$ cat src/rtl/rq_pkg.sv
package rq_pkg;
   typedef enum logic [0:0] {
      RQ_TO_ACTIVE  = 1'b0,
      RQ_TO_EXPIRED = 1'b1
   } rq_target_e;
endpackage

$ cat src/rtl/rq_first_set.sv
module rq_first_set #(
   parameter int unsigned N = 32,
   localparam int unsigned W = $clog2(N)
) (
   input  logic [N-1:0] vec,
   output logic         any,
   output logic [W-1:0] idx
);
   if (N < 2) begin : g_bad_n
      $error("rq_first_set: N must be at least 2");
   end

   // lowest set index wins: level 0 is the most urgent
   always_comb begin
      idx = '0;
      for (int i = N - 1; i >= 0; i--) begin
         if (vec[i]) idx = W'(i);
      end
   end

   assign any = |vec;
endmodule

$ cat src/rtl/rq_link_ram.sv
module rq_link_ram #(
   parameter int unsigned DEPTH = 64,
   localparam int unsigned AW = $clog2(DEPTH)
) (
   input  logic          clk,
   input  logic          we,
   input  logic [AW-1:0] waddr,
   input  logic [AW-1:0] wdata,
   input  logic [AW-1:0] raddr,
   output logic [AW-1:0] rdata
);
   logic [AW-1:0] link [DEPTH];

   always_ff @(posedge clk) begin
      if (we) link[waddr] <= wdata;
   end

   assign rdata = link[raddr];
endmodule

$ cat src/rtl/rq_member.sv
module rq_member #(
   parameter int unsigned DEPTH = 64,
   localparam int unsigned AW = $clog2(DEPTH)
) (
   input  logic          clk,
   input  logic          rst_n,
   input  logic          set_en,
   input  logic [AW-1:0] set_id,
   input  logic          clr_en,
   input  logic [AW-1:0] clr_id,
   input  logic [AW-1:0] ask_id,
   output logic          hit
);
   logic [DEPTH-1:0] held;

   always_ff @(posedge clk or negedge rst_n) begin
      if (!rst_n) begin
         held <= '0;
      end else begin
         if (clr_en) held[clr_id] <= 1'b0;
         if (set_en) held[set_id] <= 1'b1;
      end
   end

   assign hit = held[ask_id];

   AST_POP_WAS_HELD: assert property (@(posedge clk) disable iff (!rst_n)
      clr_en |-> held[clr_id]);
   AST_SET_NOT_HELD: assert property (@(posedge clk) disable iff (!rst_n)
      set_en |-> !held[set_id]);
endmodule

$ cat src/rtl/rq_o1_sched.sv
module rq_o1_sched
   import rq_pkg::*;
#(
   parameter int unsigned NUM_PRIO = 32,
   parameter int unsigned NUM_TASK = 64,
   localparam int unsigned PW = $clog2(NUM_PRIO),
   localparam int unsigned IW = $clog2(NUM_TASK)
) (
   input  logic          clk,
   input  logic          rst_n,
   input  logic          enq_valid,
   input  logic [IW-1:0] enq_id,
   input  logic [PW-1:0] enq_prio,
   input  logic          enq_expired,
   input  logic          slice_done,
   input  logic [IW-1:0] slice_id,
   input  logic [PW-1:0] slice_prio,
   input  logic          pick_req,
   output logic          rsp_valid,
   output logic          rsp_idle,
   output logic [IW-1:0] rsp_id,
   output logic [PW-1:0] rsp_prio,
   output logic          ins_err,
   output logic          all_empty
);
   if ((32'(1) << PW) != NUM_PRIO || NUM_PRIO < 2) begin : g_bad_prio
      $error("rq_o1_sched: NUM_PRIO must be a power of two, at least 2");
   end
   if ((32'(1) << IW) != NUM_TASK || NUM_TASK < 2) begin : g_bad_task
      $error("rq_o1_sched: NUM_TASK must be a power of two, at least 2");
   end

   localparam logic [NUM_PRIO-1:0] ONE = NUM_PRIO'(1);

   // sel names which of the two list sets currently plays the active role
   logic                sel;
   logic [NUM_PRIO-1:0] bm [2];
   logic [IW-1:0]       hd [2][NUM_PRIO];
   logic [IW-1:0]       tl [2][NUM_PRIO];

   logic [1:0]          set_any;
   logic [PW-1:0]       set_top [2];

   for (genvar s = 0; s < 2; s++) begin : g_enc
      rq_first_set #(.N(NUM_PRIO)) u_enc (
         .vec (bm[s]),
         .any (set_any[s]),
         .idx (set_top[s])
      );
   end

   // selection side
   logic                act_any, exp_any, do_swap, sel_n, do_pop, pop_last;
   logic [PW-1:0]       pop_prio;
   logic [IW-1:0]       pop_id, pop_nxt;
   logic [NUM_PRIO-1:0] act_vec, lowmask;

   assign act_any  = set_any[sel];
   assign exp_any  = set_any[~sel];
   assign do_swap  = pick_req & ~act_any & exp_any;
   assign sel_n    = sel ^ do_swap;
   assign do_pop   = pick_req & (|set_any);
   assign pop_prio = set_top[sel_n];
   assign pop_id   = hd[sel_n][pop_prio];
   assign pop_last = (pop_id == tl[sel_n][pop_prio]);
   assign act_vec  = bm[sel_n];
   assign lowmask  = (ONE << pop_prio) - ONE;

   // insertion side: slice expiry wins over a plain enqueue
   rq_target_e    ins_tgt;
   logic          ins_req, ins_ok, ins_set, ins_had, dup, same_list, fresh_head;
   logic [IW-1:0] ins_id;
   logic [PW-1:0] ins_prio;

   assign ins_req  = enq_valid | slice_done;
   assign ins_id   = slice_done ? slice_id   : enq_id;
   assign ins_prio = slice_done ? slice_prio : enq_prio;
   assign ins_tgt  = (slice_done | enq_expired) ? RQ_TO_EXPIRED : RQ_TO_ACTIVE;
   assign ins_set  = sel_n ^ (ins_tgt == RQ_TO_EXPIRED);
   assign ins_ok   = ins_req & ~dup;
   assign ins_had  = bm[ins_set][ins_prio];
   assign same_list  = do_pop & ins_ok & (ins_set == sel_n) & (ins_prio == pop_prio);
   assign fresh_head = ~ins_had | (same_list & pop_last);

   rq_member #(.DEPTH(NUM_TASK)) u_member (
      .clk    (clk),
      .rst_n  (rst_n),
      .set_en (ins_ok),
      .set_id (ins_id),
      .clr_en (do_pop),
      .clr_id (pop_id),
      .ask_id (ins_id),
      .hit    (dup)
   );

   rq_link_ram #(.DEPTH(NUM_TASK)) u_link (
      .clk   (clk),
      .we    (ins_ok & ins_had),
      .waddr (tl[ins_set][ins_prio]),
      .wdata (ins_id),
      .raddr (pop_id),
      .rdata (pop_nxt)
   );

   always_ff @(posedge clk or negedge rst_n) begin
      if (!rst_n) begin
         sel   <= 1'b0;
         bm[0] <= '0;
         bm[1] <= '0;
      end else begin
         sel <= sel_n;
         if (do_pop && pop_last) bm[sel_n][pop_prio] <= 1'b0;
         if (ins_ok)             bm[ins_set][ins_prio] <= 1'b1;
      end
   end

   // list pointers are only read behind a set bitmap bit
   always_ff @(posedge clk) begin
      if (do_pop && !pop_last) hd[sel_n][pop_prio] <= pop_nxt;
      if (ins_ok) begin
         tl[ins_set][ins_prio] <= ins_id;
         if (fresh_head) hd[ins_set][ins_prio] <= ins_id;
      end
   end

   always_ff @(posedge clk or negedge rst_n) begin
      if (!rst_n) begin
         rsp_valid <= 1'b0;
         rsp_idle  <= 1'b0;
         rsp_id    <= '0;
         rsp_prio  <= '0;
         ins_err   <= 1'b0;
      end else begin
         rsp_valid <= pick_req;
         rsp_idle  <= pick_req & ~do_pop;
         rsp_id    <= do_pop ? pop_id   : '0;
         rsp_prio  <= do_pop ? pop_prio : '0;
         ins_err   <= (ins_req & dup) | (enq_valid & slice_done);
      end
   end

   assign all_empty = ~(|set_any);

   AST_RSP_NEXT_CYCLE: assert property (@(posedge clk) disable iff (!rst_n)
      pick_req |=> rsp_valid);
   AST_PICK_MOST_URGENT: assert property (@(posedge clk) disable iff (!rst_n)
      do_pop |-> (act_vec[pop_prio] && (act_vec & lowmask) == '0));
   AST_IDLE_WHEN_EMPTY: assert property (@(posedge clk) disable iff (!rst_n)
      (pick_req && all_empty) |=> rsp_idle);
   AST_TASK_WHEN_BUSY: assert property (@(posedge clk) disable iff (!rst_n)
      (pick_req && !all_empty) |=> !rsp_idle);
   AST_SWAP_FLIPS: assert property (@(posedge clk) disable iff (!rst_n)
      (pick_req && !act_any && exp_any) |=> (sel != $past(sel)));
   AST_ROLES_HOLD: assert property (@(posedge clk) disable iff (!rst_n)
      !(pick_req && !act_any) |=> $stable(sel));
   AST_CLASH_FLAGGED: assert property (@(posedge clk) disable iff (!rst_n)
      (enq_valid && slice_done) |=> ins_err);
endmodule

$ cat config.mk
export PLATFORM = sky130hd
export DESIGN_NAME = rq_o1_sched
export DESIGN_NICKNAME = d
export VERILOG_FILES = /design/src/rtl/rq_pkg.sv /design/src/rtl/rq_first_set.sv /design/src/rtl/rq_link_ram.sv /design/src/rtl/rq_member.sv /design/src/rtl/rq_o1_sched.sv
export SDC_FILE = /design/constraint.sdc
export NUM_CORES = 2
export LEC_CHECK = 0
export BUFFER_PORTS_ARGS = -buffer_cell sky130_fd_sc_hd__buf_2
export CAP_MARGIN = 20
export CELL_PAD_IN_SITES_DETAIL_PLACEMENT = 1
export CELL_PAD_IN_SITES_GLOBAL_PLACEMENT = 2
export CORE_ASPECT_RATIO = 1.4
export CORE_MARGIN = 5
export CORE_UTILIZATION = 30
export CTS_CLUSTER_SIZE = 40
export DETAILED_ROUTE_END_ITERATION = 12
export PLACE_DENSITY = 0.71
export REMOVE_ABC_BUFFERS = 1
export SETUP_SLACK_MARGIN = 0.4
export SYNTH_ARGS = -nofsm -noshare
export SYNTH_HDL_FRONTEND = slang
export SYNTH_SLANG_ARGS = --single-unit
$ cat constraint.sdc
create_clock -name clk -period 7.5 [get_ports clk]
set_input_delay 0 -clock clk [delete_from_list [all_inputs] [get_ports clk]]
set_output_delay 0 -clock clk [all_outputs]
set_load 0.005 [all_outputs]
==> summary.md <==
| Metric | Value |
|---|---|
| Crit-path leading delay family | `simple AND/OR/NAND/NOR gates` |
| Register bit count reported by yosys | `1295` |
| Drt drc | `0` |
| Top post-synthesis cells by count | `edfxtp_1 (1152), nand2_1 (1048), nor3_1 (321)` |
| DR vias | `57488` |
| Total Neg Setup Slack | `0 ps` |
| Period utilisation layout | `0.939` |
| Fin crit period | `between 7000 and 8000 ps` |
| CTS tree | `built` |
| Mapped Area | `64500 µm²` |
| Initial antenna violation count | `11` |
| Worst path slowest cell | `nor3_1` |
| Yosys warnings | `0` |
| Min setup slack post-route | `456 ps` |
| Clock Latency Late Sink | `840 ps` |
| RR Startpoint | `bm[23]` |
| WP data arrival | `7680 ps` |
| Area growth from synthesis to layout | `22.4%` |
| Max incr delay on CP | `650 ps` |
| H-tree Lvls | `4` |
| CTS root buf | `clkbuf_16` |
| Gr ovfl total | `0` |
| Area leader, netlist | `edfxtp_1` |
| Slew headroom | `0.173` |
| Register-to-register setup slack | `460 ps` |
| Mapped Cells | `5919` |
| Critical R2R Capture | `hd[0][174]` |
| Most common cell on crit path | `buf_4` |
| Hold depth | `3` |
| Placer Congestion | `0.977` |
| Yosys top cell area share | `0.536` |
| Ys async rst share | `0.110` |
| Top_reg_cell synth | `edfxtp_1` |
| DP Wirelength | `232 mm` |
| Syn avg cell area | `10.9 µm²` |
| Fillers | `23402` |
| Drt wl/cell | `approximately 34 µm` |
| Hold Slack | `104 ps` |
| Num CTS Buffers | `142` |
| Worst slew pin tran | `1240 ps` |
| Worst Setup End Kind | `flip-flop` |
| Ports | `43` |
| Pins Over Slew Limit | `0` |
| Num rows | `201` |
| Reg2Reg Depth | `24` |
| Clock transition at path regs | `~60 ps` |
| Status | `completed` |
| Setup crit start kind | `flip-flop` |
| TritonCTS Sinks | `roughly 1300` |
| Pin count of the biggest net entering global routing | `159` |
| Endpoints failing hold | `0` |
| Max Freq | `roughly 140 MHz` |
| Post-synth EDFFs | `~1200` |
| Vias in the first global route | `59075` |
| Port Buffers | `42` |
| Count leader, synth | `edfxtp_1` |
| Nets@finish | `~6500` |
| CP bufs+invs | `9` |
| Die Footprint | `roughly 220000 µm²` |
| Unrepaired setup endpoints after global routing | `false` |
| ANT nets after route | `0` |
| DRT Wirelength | `roughly 320 mm` |
| # setup viols final | `0` |
| Core area | `214000 µm²` |
| Kind of critical path | `flip-flop to flip-flop` |
| CTS max path bufs | `3` |
| Critical Path, Cell by Cell | `buf_4 > nor4_4 > and4_1 > a31oi_1 > o22ai_4 > inv_8 > buf_4 > o2bb2ai_1 > nand2_1 > nor3_1 > nor3_1 > o2111ai_1 > buf_4 > nor2_1 > buf_4 > buf_4 > xnor2_1 > nor2_1 > buf_4 > a31oi_4 > buf_12 > buf_4 > nor3_1 > a31oi_1` |
| Hold Startpoint | `pick_req` |
| Die Y | `559 µm` |
| Global-route wire length before repair | `452 mm` |
| Initial Utilization | `0.301` |
| Hold EP | `rsp_idle` |
| Total Routing Usage GR | `0.279` |
| Hold Crit Class | `input port to flip-flop` |
| Die width | `402 µm` |
| Pre-CTS WS | `-87.5 ps` |
| Fraction of layout cells with a size suffix above 1 | `0.201` |
| DRT iter0 DRCs | `roughly 6400` |
| Largest cells by area after synthesis | `edfxtp_1 (54%), nand2_1 (6.1%), dfrtp_1 (5.5%), mux2i_1 (3.4%), nor3_1 (2.5%)` |
| Max FO, Critical Path | `75` |
| Worst EP required | `8140 ps` |
| Vias per cell | `6.08` |
| Max-Cap Viols | `0` |
| Unique masters post-synth | `~110` |
| Core Util, Final | `0.369` |
| Drt pass-1 iters | `5` |
| Seq/Total Area, Yosys | `0.592` |
| Max Clock Skew | `44.8 ps` |
worst reg2reg max path, cell delays in order, from the launching register on:
cell and delay, ps:
dfrtp_1 380, buf_4 170, nor4_4 390, and4_1 370, a31oi_1 200, o22ai_4 420
inv_8 180, buf_4 240, o2bb2ai_1 450, nand2_1 460, nor3_1 650, nor3_1 130
o2111ai_1 240, buf_4 240, nor2_1 80, buf_4 180, buf_4 160, xnor2_1 270
nor2_1 170, buf_4 170, a31oi_4 220, buf_12 340, buf_4 480, nor3_1 60
a31oi_1 220
registers in the layout, indices dropped and copies added, names as in the netlist:
signal,flops
sel,1
u_link.link,384
rsp_idle,1
rsp_prio,5
bm,64
tl,384
ins_err,1
u_member.held,64
rsp_valid,1
hd,384
rsp_id,6
metrics by stage:
stage          instance area [µm²]  instances
2_1_floorplan                62300       5439
3_3_place_gp                 73900       9160
3_5_place_dp                 73900       9161
4_1_cts                      78800       9447
5_1_grt                      79000       9458
6_report                     79000       9463
kinds of logic (layout without fill, tap and decap cells):
group	after synthesis	after routing	synth area share
simple gates	2189	2189	0.156
compound gates	1566	1566	0.165
flops	1295	1295	0.592
buf+inv	569	1262	0.0390
mux	288	288	0.0466
xor+xnor	11	11	0.00149
fa+ha+maj	1	1	0.000155
other cells	0	9	0
layout by cell type (no fill, tap or decap), types with 79 or more instances in the layout:
cell type and count:
edfxtp_1 1152, dfrtp_1 143, nor2_1 184, and3_1 140, inv_1 82, a32oi_1 79
nand3_1 285, buf_4 756, buf_12 93, a22oi_1 183, nor3_1 317, nand2_1 1045
mux2i_1 212, a21oi_1 293, a211oi_1 130, o21ai_0 307, a31oi_1 156, clkbuf_16 146
metal layers:
layer  share of wire  routed length, µm  up-vias  global-route usage
met2            0.48             156000     3062               0.472
met5               0                  0        -                   0
met4            0.10              32900        0               0.234
met3           0.069              22600     1022              0.0433
met1            0.35             114000    29516               0.310
li1                -                  -    23888                   -
layout make-up:
| cell class | count | area, µm² | area share |
|---|---|---|---|
| inverter | 89 | 367 | 0.00464 |
| multi-input combinational | 4055 | 24300 | 0.307 |
| timing repair inverter | 1 | 6.26 | 0.0000792 |
| clock inverter | 73 | 733 | 0.00928 |
| antenna | 9 | 22.5 | 0.000285 |
| timing repair buffer | 915 | 8010 | 0.101 |
| clock buffer | 184 | 3830 | 0.0484 |
| sequential | 1295 | 38200 | 0.483 |
| tap | 2842 | 3560 | 0.0450 |
how the worst max path moves through the flow:
stage                       from         end  slack [ps]  cells after the start
after detailed placement  bm[23]  hd[0][174]         -90                     21
after CTS                 bm[48]  hd[0][166]         400                     23
after floorplan            bm[3]    hd[0][1]      -21880                     14
after global routing      bm[42]   hd[0][23]         420                     21
after global placement    bm[23]  hd[1][132]           4                     21
final                     bm[23]  hd[0][174]         460                     24
timing repair:
action | CTS | global route
endpoints found under the setup margin | 890 | 766
resized for setup | 18 | 15
hold endpoints to repair | 175 | 0
cloned | 1 | 0
pin swaps | 2 | 3
buffers inserted | 6 | 7
hold buffers | 22 | 0
Power is left out: the tool's default activity adds up to more than one toggle a clock period on the data nets, which glitch-free logic cannot reach.
